File: config.mk
export PLATFORM = sky130hd
export DESIGN_NAME = dual_plane_status
export DESIGN_NICKNAME = d
export VERILOG_FILES = /design/src/rtl/dps_pkg.sv /design/src/rtl/dps_read_strobe.sv /design/src/rtl/dps_view_decode.sv /design/src/rtl/dps_toggle_bank.sv /design/src/rtl/dps_word_build.sv /design/src/rtl/dual_plane_status.sv
export SDC_FILE = /design/constraint.sdc
export NUM_CORES = 1
export LEC_CHECK = 0
export BUFFER_PORTS_ARGS = -buffer_cell sky130_fd_sc_hd__buf_4
export CORE_AREA = 2 2 51 63
export CTS_CLUSTER_SIZE = 24
export DETAILED_ROUTE_END_ITERATION = 8
export DIE_AREA = 0 0 53 65
export GPL_TIMING_DRIVEN = 0
export SYNTH_ARGS = -nofsm -noshare
export SYNTH_HDL_FRONTEND = slang
export SYNTH_SLANG_ARGS = --single-unit
File: constraint.sdc
create_clock -name clk -period 3.45 [get_ports clk]
set_clock_uncertainty 0.05 [all_clocks]
set_input_delay 0.345 -clock clk [delete_from_list [all_inputs] [get_ports clk]]
set_output_delay 0.345 -clock clk [all_outputs]
set_load 0.05 [all_outputs]
File: src/rtl/dps_pkg.sv
package dps_pkg;
  // operation state encoding
  localparam logic [2:0] OP_IDLE      = 3'd0;
  localparam logic [2:0] OP_PROG      = 3'd1;
  localparam logic [2:0] OP_ERASE     = 3'd2;
  localparam logic [2:0] OP_SUSP      = 3'd3;
  localparam logic [2:0] OP_SUSP_PROG = 3'd4;

  // status bit positions decoded by host software
  localparam int POLL_BIT = 7;
  localparam int BUSY_BIT = 6;
  localparam int SUSP_BIT = 2;

  // toggle bank layout
  localparam int NUM_TOG  = 2;
  localparam int TOG_BUSY = 0;
  localparam int TOG_SUSP = 1;

  typedef enum logic [2:0] {
    VIEW_TRUE,
    VIEW_PROG,
    VIEW_ERASE,
    VIEW_SUSP_SECT,
    VIEW_SUSP_PROG
  } view_e;
endpackage

File: src/rtl/dps_read_strobe.sv
module dps_read_strobe (
  input  logic clk,
  input  logic rst,
  input  logic ce_n,
  input  logic oe_n,
  output logic sel,
  output logic start
);
  logic sel_q;

  assign sel   = ~ce_n & ~oe_n;
  assign start = sel & ~sel_q;

  always_ff @(posedge clk) begin
    if (rst) sel_q <= 1'b0;
    else     sel_q <= sel;
  end
endmodule

File: src/rtl/dps_view_decode.sv
module dps_view_decode
  import dps_pkg::*;
#(
  parameter int SECT_W = 6
) (
  input  logic [2:0]          op_state,
  input  logic                busy_plane,
  input  logic [SECT_W-1:0]   erase_sector,
  input  logic                rd_plane,
  input  logic [SECT_W-1:0]   rd_sector,
  output view_e               view,
  output logic [NUM_TOG-1:0]  adv,
  output logic                busy,
  output logic                idle
);
  logic plane_hit;
  logic sect_hit;

  assign plane_hit = (rd_plane == busy_plane);
  assign sect_hit  = (rd_sector == erase_sector);

  always_comb begin
    view = VIEW_TRUE;
    busy = 1'b0;
    idle = 1'b0;
    unique case (op_state)
      OP_PROG: begin
        busy = 1'b1;
        if (plane_hit) view = VIEW_PROG;
      end
      OP_ERASE: begin
        busy = 1'b1;
        if (plane_hit) view = VIEW_ERASE;
      end
      OP_SUSP: begin
        if (sect_hit) view = VIEW_SUSP_SECT;
      end
      OP_SUSP_PROG: begin
        busy = 1'b1;
        if (plane_hit)     view = VIEW_SUSP_PROG;
        else if (sect_hit) view = VIEW_SUSP_SECT;
      end
      default: idle = 1'b1;
    endcase
  end

  // which toggles a read of this view advances
  always_comb begin
    adv = '0;
    unique case (view)
      VIEW_PROG:      adv[TOG_BUSY] = 1'b1;
      VIEW_ERASE:     begin adv[TOG_BUSY] = 1'b1; adv[TOG_SUSP] = 1'b1; end
      VIEW_SUSP_SECT: adv[TOG_SUSP] = 1'b1;
      VIEW_SUSP_PROG: begin adv[TOG_BUSY] = 1'b1; adv[TOG_SUSP] = 1'b1; end
      default:        adv = '0;
    endcase
  end
endmodule

File: src/rtl/dps_toggle_bank.sv
module dps_toggle_bank #(
  parameter int N = 2
) (
  input  logic         clk,
  input  logic         rst,
  input  logic         clear,
  input  logic         start,
  input  logic [N-1:0] adv,
  output logic [N-1:0] show
);
  for (genvar i = 0; i < N; i++) begin : g_tog
    logic state;
    // value presented to the current read, already advanced on its first cycle
    assign show[i] = state ^ (start & adv[i]);
    always_ff @(posedge clk) begin
      if (rst || clear) state <= 1'b0;
      else if (start)   state <= show[i];
    end
  end
endmodule

File: src/rtl/dps_word_build.sv
module dps_word_build
  import dps_pkg::*;
#(
  parameter int DATA_W = 16
) (
  input  view_e               view,
  input  logic                prog_poll_bit,
  input  logic [NUM_TOG-1:0]  tog,
  input  logic [DATA_W-1:0]   array_data,
  output logic [DATA_W-1:0]   word
);
  always_comb begin
    word = array_data;
    unique case (view)
      VIEW_PROG: begin
        word[POLL_BIT] = ~prog_poll_bit;
        word[BUSY_BIT] = tog[TOG_BUSY];
        word[SUSP_BIT] = 1'b1;
      end
      VIEW_ERASE: begin
        word[POLL_BIT] = 1'b0;
        word[BUSY_BIT] = tog[TOG_BUSY];
        word[SUSP_BIT] = tog[TOG_SUSP];
      end
      VIEW_SUSP_SECT: begin
        word[POLL_BIT] = 1'b1;
        word[BUSY_BIT] = 1'b1;
        word[SUSP_BIT] = tog[TOG_SUSP];
      end
      VIEW_SUSP_PROG: begin
        word[POLL_BIT] = ~prog_poll_bit;
        word[BUSY_BIT] = tog[TOG_BUSY];
        word[SUSP_BIT] = tog[TOG_SUSP];
      end
      default: word = array_data;
    endcase
  end
endmodule

File: src/rtl/dual_plane_status.sv
module dual_plane_status
  import dps_pkg::*;
#(
  parameter int DATA_W = 16,
  parameter int SECT_W = 6
) (
  input  logic              clk,
  input  logic              rst,
  input  logic [2:0]        op_state,
  input  logic              busy_plane,
  input  logic [SECT_W-1:0] erase_sector,
  input  logic              prog_poll_bit,
  input  logic              rd_plane,
  input  logic [SECT_W-1:0] rd_sector,
  input  logic [DATA_W-1:0] array_data,
  input  logic              ce_n,
  input  logic              oe_n,
  output logic [DATA_W-1:0] rd_data,
  output logic              drive_en,
  output logic              ready
);
  logic               rd_sel;
  logic               rd_start;
  view_e              view;
  logic [NUM_TOG-1:0] adv;
  logic [NUM_TOG-1:0] tog;
  logic               busy_op;
  logic               idle_op;
  logic [DATA_W-1:0]  word;

  dps_read_strobe u_strobe (
    .clk   (clk),
    .rst   (rst),
    .ce_n  (ce_n),
    .oe_n  (oe_n),
    .sel   (rd_sel),
    .start (rd_start)
  );

  dps_view_decode #(.SECT_W(SECT_W)) u_decode (
    .op_state     (op_state),
    .busy_plane   (busy_plane),
    .erase_sector (erase_sector),
    .rd_plane     (rd_plane),
    .rd_sector    (rd_sector),
    .view         (view),
    .adv          (adv),
    .busy         (busy_op),
    .idle         (idle_op)
  );

  dps_toggle_bank #(.N(NUM_TOG)) u_toggle (
    .clk   (clk),
    .rst   (rst),
    .clear (idle_op),
    .start (rd_start),
    .adv   (adv),
    .show  (tog)
  );

  dps_word_build #(.DATA_W(DATA_W)) u_word (
    .view          (view),
    .prog_poll_bit (prog_poll_bit),
    .tog           (tog),
    .array_data    (array_data),
    .word          (word)
  );

  always_ff @(posedge clk) begin
    if (rst) begin
      rd_data  <= '0;
      drive_en <= 1'b0;
      ready    <= 1'b1;
    end else begin
      drive_en <= rd_sel;
      ready    <= ~busy_op;
      if (rd_sel) rd_data <= word;
    end
  end
endmodule

# Word-level counts from Yosys, hierarchy flattened
# Index checks and enable logic that the tools add are counted.
[word_totals]
input_bits = 38
elab_cells = 43
out_inout_bits = 18
ff_bits = 20
[op_classes]
bitwise = 11
n_eq_ne = 10
mux = 11
n_reduce_logical = 6
[ops]
columns = ["cell", "count"]
rows = [
  ["$eq 3x2->1 const B", 4],
  ["$pmux 3 s4", 1],
  ["$reduce_or 3->1", 3],
  ["$eq 3x1->1 const B", 2],
  ["$eq 3x3->1 const B", 2],
  ["$eq 6x6->1", 1],
  ["$pmux 2 s3", 1],
  ["$mux 1", 5],
  ["$not 1->1", 5],
  ["$and 1x1->1", 4],
  ["$mux 2", 2],
  ["$reduce_or 4->1", 1],
  ["$mux 3", 1],
  ["$pmux 1 s2", 1],
  ["$reduce_or 2->1", 1],
  ["$xor 1x1->1", 2],
  ["$eq 1x1->1", 1],
  ["$logic_or 1x1->1", 1],
]

# Longest topological paths before layout
# Gate-level depths: netlist (run 1).
[logic_depth]
depth_word = 10
depth_mapped = 6
mapped_depth_nobuf = 5

# Hierarchy
# From an unflattened synthesis (run 1), not the netlist that was laid out.
[unflattened]
cells_unflattened = 132
hier_area_um2 = 1212.4
[by_module_without_submodules]
columns = ["mod", "area_each_um2", "cells_each", "instances", "seq_area_each_um2"]
rows = [
  ["dual_plane_status", 634.4, 56, 1, 360.3],
  ["dps_word_build", 231.5, 32, 1, 0.0],
  ["dps_view_decode", 203.9, 29, 1, 0.0],
  ["dps_toggle_bank", 108.9, 11, 1, 40.0],
  ["dps_read_strobe", 33.8, 4, 1, 20.0],
]

# Worst setup path before layout (run 1)
# Ideal clock, no wire load.
[synth_path]
kind = "input -> register"
startpoint = "input port erase_sector[2]"
endpoint = "register u_toggle.g_tog[1].state"
t_arrival_ps = 1436
required_time_ps = 3330
setup_time_ps = 70
n_path_buf = 0
cell_stages = 5
setup_slack_ps = 1894
path_cell_list = "xor2_1 nor4_4 a31oi_1 or4_1 a21oi_1"
[synth_via]
elab_chain_len = 9
elab_cells_between_ends = 11
cone_classes = "eq/ne: 4; mux: 4; bitwise: 2; reduce/logical: 1"
[synth_lines]
columns = ["item", "line_no", "text"]
rows = [
  ["start: declaration", "dual_plane_status.sv:11", "input logic [SECT_W-1:0] erase_sector,"],
  ["$eq 6x6->1 *", "dps_view_decode.sv:20", "assign sect_hit = (rd_sector == erase_sector);"],
  ["$mux 2 *", "dps_view_decode.sv:36, dps_view_decode.sv:41", ""],
  ["$mux 3", "dps_view_decode.sv:40", "if (plane_hit) view = VIEW_SUSP_PROG;"],
  ["$pmux 3 s4 *", "dps_view_decode.sv:26", "unique case (op_state)"],
  ["$eq 3x2->1 or $eq 3x3->1 (tied branches)", "dps_view_decode.sv:50", "unique case (view)"],
  ["$reduce_or 3->1 (no source line) *", "-", ""],
  ["$mux 1 *", "dps_view_decode.sv:50", ""],
  ["$and 1x1->1 *", "dps_toggle_bank.sv:14", "assign show[i] = state ^ (start & adv[i]);"],
  ["$xor 1x1->1 *", "dps_toggle_bank.sv:14", ""],
  ["end signal: assignment", "dps_toggle_bank.sv:17", "else if (start) state <= show[i];"],
  ["end: declaration", "dps_toggle_bank.sv:12", "logic state;"],
]
# Mark *: on every way between the ends. The rest lies on a longest branch, timed or not.
# A chain may end at the register's enable or synchronous reset.

# Worst setup path in the final report (run 1)
# Ends and elaborated chain as after synthesis.

==> results of run 1 <==
[worst max-delay path, stage by stage]
cell     delay (ns)
buf_4          0.11
xor2_1         0.17
nor4_4         0.29
a31oi_1        0.15
or4_1          0.41
a21oi_1        0.15
[worst paths after layout]
| path | startpoint | to | slack [ns] | depth (start not counted) |
|---|---|---|---|---|
| worst max register to register | u_strobe.sel_q | u_toggle.g_tog[1].state | 2.28 | 2 |
| worst max-delay path | erase_sector[2] | u_toggle.g_tog[1].state | 2.01 | 6 |
| worst min register to register | rd_data[7] | rd_data[7] | 0.41 | 2 |
| worst min-delay path | rst | rd_data[7] | 0.24 | 2 |
[registers in the layout (all words and copies together) (netlist names)]
| signal | count |
|---|---|
| u_toggle.g_tog.state | 2 |
| u_strobe.sel_q | 1 |
| rd_data | 16 |
| ready | 1 |
[final cells by class]
| type | instances | share of cell area, % |
|---|---|---|
| timing repair buffer | 53 | 27.20 |
| sequential | 20 | 27.37 |
| clock inverter | 1 | 2.053 |
| clock buffer | 3 | 1.540 |
| multi-input combinational | 87 | 35.67 |
| buffer | 6 | 2.823 |
| tap | 36 | 3.080 |
| inverter | 1 | 0.2566 |
[metal layers]
layer,global-route usage (%),vias to the layer above
li1,-,502
met1,14.94,435
met2,26.09,39
met3,2.074,2
met4,3.846,0
met5,0,-
[metrics by stage]
step                instances  power [mW]
floorplan                 114      0.3362
finish                    207      0.5755
global placement          203      0.3942
detailed placement        203      0.3965
CTS                       207      0.5822
global route              207      0.6034
[cell usage after synthesis (2+ instances only)]
library cell	n
a21oi_1	15
buf_6	2
clkbuf_1	3
dfxtp_1	20
nand2_1	27
nor2_1	9
nor3_1	2
nor4_1	3
o21ai_0	2
o31ai_1	3
or2_2	2
xnor2_1	3
xor2_1	6
[power groups by stage]
stage	Sequential (mW)	Combinational, mW	Clock, mW
after floorplan	0.288	0.0479	0
after global placement	0.252	0.142	0
after detailed placement	0.253	0.144	0
after CTS	0.248	0.144	0.191
after global routing	0.249	0.154	0.201
final	0.247	0.142	0.186
[kinds of logic after synthesis]
group	count (synthesis)	synth area share, %
flops	20	41.40
simple gates	50	26.65
xor+xnor	10	9.833
compound gates	27	17.47
buf+inv	7	4.657
==> impl_results.html, run 1 <==
<table>
<tr><th>Metric</th><th>Value</th></tr>
<tr><th colspan="2">Outcome</th></tr>
<tr><td>Run status</td><td>complete, no violations</td></tr>
<tr><th colspan="2">Global routing</th></tr>
<tr><td>Global-route wire length before repair</td><td>3.698 mm</td></tr>
<tr><td>Via count of the first global-routing pass</td><td>959</td></tr>
<tr><td>Maximum number of pins on one net before global-route repair</td><td>13</td></tr>
<tr><td>Global route overflow</td><td>0</td></tr>
<tr><td>Global router's overall resource usage</td><td>13.67%</td></tr>
<tr><td>Antenna violations before repair</td><td>0</td></tr>
<tr><th colspan="2">Floorplanning</th></tr>
<tr><td>Number of core rows</td><td>22</td></tr>
<tr><td># IOs</td><td>56</td></tr>
<tr><td>Die H</td><td>65 um</td></tr>
<tr><td>Starting Density</td><td>33.46%</td></tr>
<tr><td>Die footprint</td><td>3445 um^2</td></tr>
<tr><td>Floorplan die width</td><td>53 um</td></tr>
<tr><td>Core Box Area</td><td>2890 um^2</td></tr>
<tr><th colspan="2">Worst setup path</th></tr>
<tr><td>Type of element capturing the critical path</td><td>register</td></tr>
<tr><td>Startpoint Class</td><td>input port</td></tr>
<tr><td>Req. time, crit path</td><td>3.63 ns</td></tr>
<tr><td>Endpoint arrival time on the critical path</td><td>1.62 ns</td></tr>
<tr><td>Crit Path Category</td><td>input port to register</td></tr>
<tr><td>CP max FO</td><td>3</td></tr>
<tr><th colspan="2">Placed design</th></tr>
<tr><td>Setup slack after placement</td><td>1.695 ns</td></tr>
<tr><td>Last weighted congestion value of the routability-driven placer</td><td>0.7136</td></tr>
<tr><td>Total half-perimeter wirelength after legalization and detailed placement</td><td>1.871 mm</td></tr>
<tr><td>Cell area reported after detailed placement</td><td>1410 um^2</td></tr>
<tr><td>Port Buffer Count</td><td>53</td></tr>
<tr><th colspan="2">Yosys</th></tr>
<tr><td>Netlist cell types</td><td>30</td></tr>
<tr><td>Top cell type's share of synthesized area</td><td>41.40%</td></tr>
<tr><td>Syn_area_per_cell</td><td>8.484 um^2</td></tr>
<tr><td>Post-synthesis cell type with the largest combined area</td><td>dfxtp_1</td></tr>
<tr><td>Number of flops mapped to enable cells by yosys</td><td>0</td></tr>
<tr><td>Gate count after technology mapping</td><td>114</td></tr>
<tr><td>Synthesized net count</td><td>152</td></tr>
<tr><td>Cell area after synthesis</td><td>967.2 um^2</td></tr>
<tr><td>Post-synthesis sequential area ratio</td><td>41.40%</td></tr>
<tr><td>Asr flop ratio synth</td><td>0%</td></tr>
<tr><td>Warnings, synthesis</td><td>0</td></tr>
<tr><td>Dominant synthesized flop cell</td><td>dfxtp_1</td></tr>
<tr><td>FF+latch count, synth</td><td>20</td></tr>
<tr><td>Synth top area cells</td><td>dfxtp_1, nand2_1, a21oi_1</td></tr>
<tr><th colspan="2">Clocking</th></tr>
<tr><td>Clock tree from TritonCTS</td><td>yes</td></tr>
<tr><td>H-Tree Depth</td><td>1</td></tr>
<tr><td>Post-CTS Hold Buffers</td><td>0</td></tr>
<tr><td>Clock latency of the later-clocked register in the worst-skew pair</td><td>0.29 ns</td></tr>
<tr><td>Clock Pin Slew Worst Setup and Hold Paths</td><td>0.11 ns</td></tr>
<tr><td>Clock sink count</td><td>20</td></tr>
<tr><td>Setup bufs post-CTS</td><td>0</td></tr>
<tr><td>Post-CTS Resized</td><td>0</td></tr>
<tr><td>CTS Root Buffer Type</td><td>clkbuf_4</td></tr>
<tr><td>Number of buffers created by CTS</td><td>3</td></tr>
<tr><td>Clock Path Buffers</td><td>2</td></tr>
<tr><th colspan="2">Power and ir drop</th></tr>
<tr><td>Switch share</td><td>26.95%</td></tr>
<tr><td>Power Density</td><td>393.5 nW/um^2</td></tr>
<tr><td>P_sw</td><td>0.1551 mW</td></tr>
<tr><td>Part of the power in combinational logic</td><td>24.7%</td></tr>
<tr><td>Lkg Pwr</td><td>0.6301 nW</td></tr>
<tr><td>Clk network pwr share</td><td>32.3%</td></tr>
<tr><td>Cell-internal power</td><td>0.4204 mW</td></tr>
<tr><td>Sequential share of power</td><td>43.0%</td></tr>
<tr><td>Peak supply drop</td><td>0.1737 mV</td></tr>
<tr><th colspan="2">STA</th></tr>
<tr><td>Period minus WS final</td><td>1.444 ns</td></tr>
<tr><td>Max-Slew Margin vs Limit</td><td>67.73%</td></tr>
<tr><td>Final Setup Violations</td><td>0</td></tr>
<tr><td>Final Hold Vio Count</td><td>0</td></tr>
<tr><td>Final sum of negative setup slack</td><td>0 ns</td></tr>
<tr><td>Maximum clock rate</td><td>692.4 MHz</td></tr>
<tr><td>Final slew viol count</td><td>0</td></tr>
<tr><td>Final worst-path cycle share</td><td>41.86%</td></tr>
<tr><td>Worst Max-Slew Pin Slew</td><td>0.4822 ns</td></tr>
<tr><td>RSZ-0062 raised after global routing</td><td>false</td></tr>
<tr><td>Final setup slack of the worst path</td><td>2.006 ns</td></tr>
<tr><td>Final hold slack</td><td>0.2367 ns</td></tr>
<tr><th colspan="2">Finish</th></tr>
<tr><td>Fraction of final layout cells with drive strength greater than 1</td><td>39.77%</td></tr>
<tr><td>Layout fillers</td><td>284</td></tr>
<tr><td>Layout Nets</td><td>210</td></tr>
<tr><td>Top library cells by usage in the layout, fill and taps aside</td><td>buf_4, nand2_1, dfxtp_1</td></tr>
<tr><td>Number of antenna repair diodes</td><td>0</td></tr>
<tr><td>Final core utilization</td><td>50.61%</td></tr>
<tr><td>Area used by sequential logic in the layout</td><td>400.4 um^2</td></tr>
<tr><td>Most common cell after layout, fill and taps aside</td><td>buf_4</td></tr>
<tr><td>Final Instance Area</td><td>1463 um^2</td></tr>
<tr><td>Synth-to-layout area growth</td><td>51.23%</td></tr>
<tr><td>Total area of multi-input combinational cells</td><td>521.8 um^2</td></tr>
<tr><th colspan="2">Routing</th></tr>
<tr><td>Final routed DRC violation total</td><td>0</td></tr>
<tr><td>Post-detailed-route wirelength per cell</td><td>10.93 um</td></tr>
<tr><td>Total routed wirelength</td><td>2.263 mm</td></tr>
<tr><td>Detailed-routed wire length on met2</td><td>1.197 mm</td></tr>
<tr><td>Top layer used by detailed routing</td><td>met4</td></tr>
<tr><td>Met1 layer wirelength in the final routing</td><td>852 um</td></tr>
<tr><td>Violation count after the first detailed-routing iteration</td><td>8</td></tr>
<tr><td>Post-route ant nets</td><td>0</td></tr>
<tr><td>Via total after detailed routing</td><td>978</td></tr>
<tr><td>Router iterations before antenna repair</td><td>3</td></tr>
<tr><td>Vias/cell</td><td>4.725</td></tr>
<tr><td>Wire length on met3</td><td>202 um</td></tr>
<tr><th colspan="2">Worst hold path</th></tr>
<tr><td>Classification of the worst-slack hold path</td><td>input port to register</td></tr>
<tr><th colspan="2">Job</th></tr>
<tr><td>MaxCap Viol Count</td><td>0</td></tr>
</table>
No activity file was read; power rests on OpenSTA's default activity.
==> run 2, diff against run 1 <==
--- a/config.mk
+++ b/config.mk
@@ -11,6 +11,7 @@
 export DETAILED_ROUTE_END_ITERATION = 8
 export DIE_AREA = 0 0 53 65
 export GPL_TIMING_DRIVEN = 0
+export PLACE_DENSITY = 0.67
 export SYNTH_ARGS = -nofsm -noshare
 export SYNTH_HDL_FRONTEND = slang
 export SYNTH_SLANG_ARGS = --single-unit
==> constraint.sdc (replaced) <==
create_clock -name clk -period 1.23 [get_ports clk]
set_clock_uncertainty 0.05 [all_clocks]
set_input_delay 0.123 -clock clk [delete_from_list [all_inputs] [get_ports clk]]
set_output_delay 0.123 -clock clk [all_outputs]
set_load 0.05 [all_outputs]
==> impl_results.html, run 2 (synthesized netlist as in run 1, its figures left out) <==
<table>
<tr><th>Metric</th><th>Value</th></tr>
<tr><th colspan="2">Global routing</th></tr>
<tr><td>Via count of the first global-routing pass</td><td>904 (was 959)</td></tr>
<tr><td>Global route overflow</td><td>0 (unchanged)</td></tr>
<tr><td>Global router's overall resource usage</td><td>14.12% (was 13.67%)</td></tr>
<tr><td>Global-route wire length before repair</td><td>3.753 mm (was 3.698 mm)</td></tr>
<tr><td>Maximum number of pins on one net before global-route repair</td><td>11 (was 13)</td></tr>
<tr><td>Antenna violations before repair</td><td>0 (unchanged)</td></tr>
<tr><th colspan="2">Worst setup path</th></tr>
<tr><td>Top delay family on crit path</td><td>simple AND/OR/NAND/NOR gates (unchanged)</td></tr>
<tr><td>CP max FO</td><td>3 (unchanged)</td></tr>
<tr><td>Crit Path Category</td><td>input port to register (unchanged)</td></tr>
<tr><td>Combined buffer and inverter count along the critical path</td><td>1 (unchanged)</td></tr>
<tr><td>Cells along the critical path</td><td>buf_4 -&gt; xor2_1 -&gt; nor4_4 -&gt; a31oi_2 -&gt; or4_1 -&gt; a21oi_1 (was buf_4 -&gt; xor2_1 -&gt; nor4_4 -&gt; a31oi_1 -&gt; or4_1 -&gt; a21oi_1)</td></tr>
<tr><td>Worst Reg2Reg Path Length in Cells</td><td>2 (unchanged)</td></tr>
<tr><td>End of the worst register-to-register path</td><td>u_toggle.g_tog[1].state (unchanged)</td></tr>
<tr><td>Critical Path Slowest Stage Cell</td><td>or4_1 (unchanged)</td></tr>
<tr><td>Setup slack on the worst flop-to-flop path</td><td>0.14 ns (was 2.28 ns)</td></tr>
<tr><td>Source of the worst register-to-register timing path</td><td>u_strobe.sel_q (unchanged)</td></tr>
<tr><td>Type of element capturing the critical path</td><td>register (unchanged)</td></tr>
<tr><td>Startpoint Class</td><td>input port (unchanged)</td></tr>
<tr><td>Maximum cell stage delay along the critical path</td><td>0.40 ns (was 0.41 ns)</td></tr>
<tr><td>Req. time, crit path</td><td>1.41 ns (was 3.63 ns)</td></tr>
<tr><td>Endpoint arrival time on the critical path</td><td>1.39 ns (was 1.62 ns)</td></tr>
<tr><th colspan="2">STA</th></tr>
<tr><td>Maximum clock rate</td><td>828.1 MHz</td></tr>
<tr><td>Worst Max-Slew Pin Slew</td><td>0.4591 ns (was 0.4822 ns)</td></tr>
<tr><td>Final Setup Violations</td><td>0 (unchanged)</td></tr>
<tr><td>Final slew viol count</td><td>0 (unchanged)</td></tr>
<tr><td>Final worst-path cycle share</td><td>98.17%</td></tr>
<tr><td>Final Hold Vio Count</td><td>0 (unchanged)</td></tr>
<tr><td>Final setup slack of the worst path</td><td>0.02247 ns (was 2.006 ns)</td></tr>
<tr><td>Max-Slew Margin vs Limit</td><td>69.28% (was 67.73%)</td></tr>
<tr><td>RSZ-0062 raised after global routing</td><td>true (was false)</td></tr>
<tr><td>Period minus WS final</td><td>1.208 ns</td></tr>
<tr><th colspan="2">Finish</th></tr>
<tr><td>Final Instance Area</td><td>1451 um^2 (was 1463 um^2)</td></tr>
<tr><td>Number of antenna repair diodes</td><td>0 (unchanged)</td></tr>
<tr><td>Total area of multi-input combinational cells</td><td>528.0 um^2 (was 521.8 um^2)</td></tr>
<tr><td>Layout fillers</td><td>279 (was 284)</td></tr>
<tr><td>Top library cells by usage in the layout, fill and taps aside</td><td>buf_4, nand2_1, dfxtp_1 (unchanged)</td></tr>
<tr><td>Layout Nets</td><td>211 (was 210)</td></tr>
<tr><td>Register ranked first by flip-flop count</td><td>rd_data (unchanged)</td></tr>
<tr><td>Synth-to-layout area growth</td><td>50.06% (was 51.23%)</td></tr>
<tr><td>Flip-flop count of the largest register after layout</td><td>16 (unchanged)</td></tr>
<tr><td>Area used by sequential logic in the layout</td><td>401.6 um^2 (was 400.4 um^2)</td></tr>
<tr><td>Most common cell after layout, fill and taps aside</td><td>buf_4 (unchanged)</td></tr>
<tr><td>Fraction of final layout cells with drive strength greater than 1</td><td>40.94% (was 39.77%)</td></tr>
<tr><td>Largest registers</td><td>rd_data x16, u_toggle.g_tog.state x2 (unchanged)</td></tr>
<tr><th colspan="2">Floorplanning</th></tr>
<tr><td>Die H</td><td>65 um (unchanged)</td></tr>
<tr><td># IOs</td><td>56 (unchanged)</td></tr>
<tr><td>Die footprint</td><td>3445 um^2 (unchanged)</td></tr>
<tr><td>Core Box Area</td><td>2890 um^2 (unchanged)</td></tr>
<tr><td>Number of core rows</td><td>22 (unchanged)</td></tr>
<tr><td>Starting Density</td><td>33.46% (unchanged)</td></tr>
<tr><td>Floorplan die width</td><td>53 um (unchanged)</td></tr>
<tr><th colspan="2">Power and ir drop</th></tr>
<tr><td>Part of the power in combinational logic</td><td>29.2% (was 24.7%)</td></tr>
<tr><td>Clk network pwr share</td><td>20.7% (was 32.3%)</td></tr>
<tr><td>Lkg Pwr</td><td>0.6243 nW (was 0.6301 nW)</td></tr>
<tr><td>P_sw</td><td>0.4192 mW (was 0.1551 mW)</td></tr>
<tr><td>Power Density</td><td>955.3 nW/um^2 (was 393.5 nW/um^2)</td></tr>
<tr><td>Peak supply drop</td><td>0.4380 mV (was 0.1737 mV)</td></tr>
<tr><td>Cell-internal power</td><td>0.9674 mW (was 0.4204 mW)</td></tr>
<tr><td>Sequential share of power</td><td>50.1% (was 43.0%)</td></tr>
<tr><td>Switch share</td><td>30.23% (was 26.95%)</td></tr>
<tr><th colspan="2">Clocking</th></tr>
<tr><td>Clock sink count</td><td>20 (unchanged)</td></tr>
<tr><td>Clock latency of the later-clocked register in the worst-skew pair</td><td>0.29 ns (about the same)</td></tr>
<tr><td>Clock Pin Slew Worst Setup and Hold Paths</td><td>0.10 ns (was 0.11 ns)</td></tr>
<tr><td>H-Tree Depth</td><td>1 (unchanged)</td></tr>
<tr><td>Clock Path Buffers</td><td>2 (unchanged)</td></tr>
<tr><td>Number of buffers created by CTS</td><td>3 (unchanged)</td></tr>
<tr><td>Clock tree from TritonCTS</td><td>yes (unchanged)</td></tr>
<tr><td>Setup bufs post-CTS</td><td>0 (unchanged)</td></tr>
<tr><td>CTS Root Buffer Type</td><td>clkbuf_4 (unchanged)</td></tr>
<tr><th colspan="2">Routing</th></tr>
<tr><td>Vias/cell</td><td>4.676 (was 4.725)</td></tr>
<tr><td>Post-detailed-route wirelength per cell</td><td>10.86 um (was 10.93 um)</td></tr>
<tr><td>Post-route ant nets</td><td>0 (unchanged)</td></tr>
<tr><td>Router iterations before antenna repair</td><td>4 (was 3)</td></tr>
<tr><td>Total routed wirelength</td><td>2.248 mm (was 2.263 mm)</td></tr>
<tr><td>Violation count after the first detailed-routing iteration</td><td>10 (was 8)</td></tr>
<tr><td>Via total after detailed routing</td><td>968 (was 978)</td></tr>
<tr><td>Final routed DRC violation total</td><td>0 (unchanged)</td></tr>
<tr><th colspan="2">Worst hold path</th></tr>
<tr><td>WHS Endpoint</td><td>rd_data[8] (was rd_data[7])</td></tr>
<tr><td>Source of the worst hold timing path</td><td>array_data[8] (was rst)</td></tr>
<tr><td>Classification of the worst-slack hold path</td><td>input port to register (unchanged)</td></tr>
<tr><td>Hold Path Cell Cnt</td><td>3 (was 2)</td></tr>
<tr><th colspan="2">Placed design</th></tr>
<tr><td>Total half-perimeter wirelength after legalization and detailed placement</td><td>1.895 mm (was 1.871 mm)</td></tr>
<tr><td>Cell area reported after detailed placement</td><td>1411 um^2 (was 1410 um^2)</td></tr>
<tr><td>Setup slack after placement</td><td>-0.2888 ns (was 1.695 ns)</td></tr>
<tr><td>Port Buffer Count</td><td>53 (unchanged)</td></tr>
<tr><td>Last weighted congestion value of the routability-driven placer</td><td>0.8359 (was 0.7136)</td></tr>
<tr><th colspan="2">Job</th></tr>
<tr><td>MaxCap Viol Count</td><td>0 (unchanged)</td></tr>
<tr><th colspan="2">Outcome</th></tr>
<tr><td>Run status</td><td>complete, no violations (unchanged)</td></tr>
</table>
==> run 2: cell types whose count changed in the layout (fill, tap and decap cells not counted), sizes merged <==
cell | before | now
dlygate4sd3 | 0 | 1
bufinv | 1 | 0
==> run 2: metal layers <==
metal  wire (um)  track usage [%]  vias up
met3         238            2.535        2
met1         868            16.45      415
met2        1135            25.16       45
met4           6            4.808        0
li1            -                -      506
met5           0                0        -
==> run 2: worst max-delay path by stage <==
stage / startpoint / slack (ns) / cells after the start / end
after floorplan: erase_sector[5] / -0.09 / 5 / u_toggle.g_tog[1].state
after global placement: erase_sector[5] / -0.27 / 6 / u_toggle.g_tog[1].state
after detailed placement: erase_sector[5] / -0.29 / 6 / u_toggle.g_tog[1].state
after global routing: erase_sector[2] / -0.03 / 6 / u_toggle.g_tog[1].state
after CTS: erase_sector[5] / 0.02 / 6 / u_toggle.g_tog[1].state
final: erase_sector[2] / 0.02 / 6 / u_toggle.g_tog[1].state
==> run 2: power groups by stage <==
stage,sequential [mW],clock [mW],combinational [mW]
after floorplan,0.809,0,0.134
after global placement,0.707,0,0.396
after detailed placement,0.710,0,0.403
after CTS,0.695,0.304,0.406
after global routing,0.699,0.335,0.438
final,0.694,0.287,0.405
==> run 2: worst reg2reg max path: stages, from the launching register on <==
cell and delay [ns]:
dfxtp_2 0.37, or4_1 0.50, a21oi_1 0.12
==> run 2: cell type report <==
| class | instances | area share (%) |
|---|---|---|
| tap | 36 | 3.103 |
| multi-input combinational | 87 | 36.38 |
| timing repair buffer | 54 | 28.10 |
| buffer | 6 | 2.931 |
| sequential | 20 | 27.67 |
| clock buffer | 3 | 1.552 |
| inverter | 1 | 0.2586 |
==> run 2: repair_timing <==
| item | 4_1_cts | 5_1_grt |
|---|---|---|
| endpoints found under the setup margin | 0 | 4 |
| resized for setup | 0 | 3 |
| hold buffers | 1 | 0 |
| hold endpoints to repair | 3 | 0 |
==> run 2: metrics by stage <==
| step | TNS (ns) | std cells | utilization [%] | power (mW) | hold WS, ns |
|---|---|---|---|---|---|
| finish | 0 | 207 | 50.22 | 1.387 | 0.02271 |
| global route | -0.02584 | 207 | 50.22 | 1.472 | 0.009460 |
| CTS | 0 | 207 | 49.96 | 1.405 | 0.01509 |
| detailed placement | -2.407 | 203 | 48.83 | 1.113 | 0.3161 |
| global placement | -2.014 | 203 | 48.83 | 1.104 | 0.3157 |
| floorplan | -0.08614 | 114 | - | 0.9433 | 0.2074 |
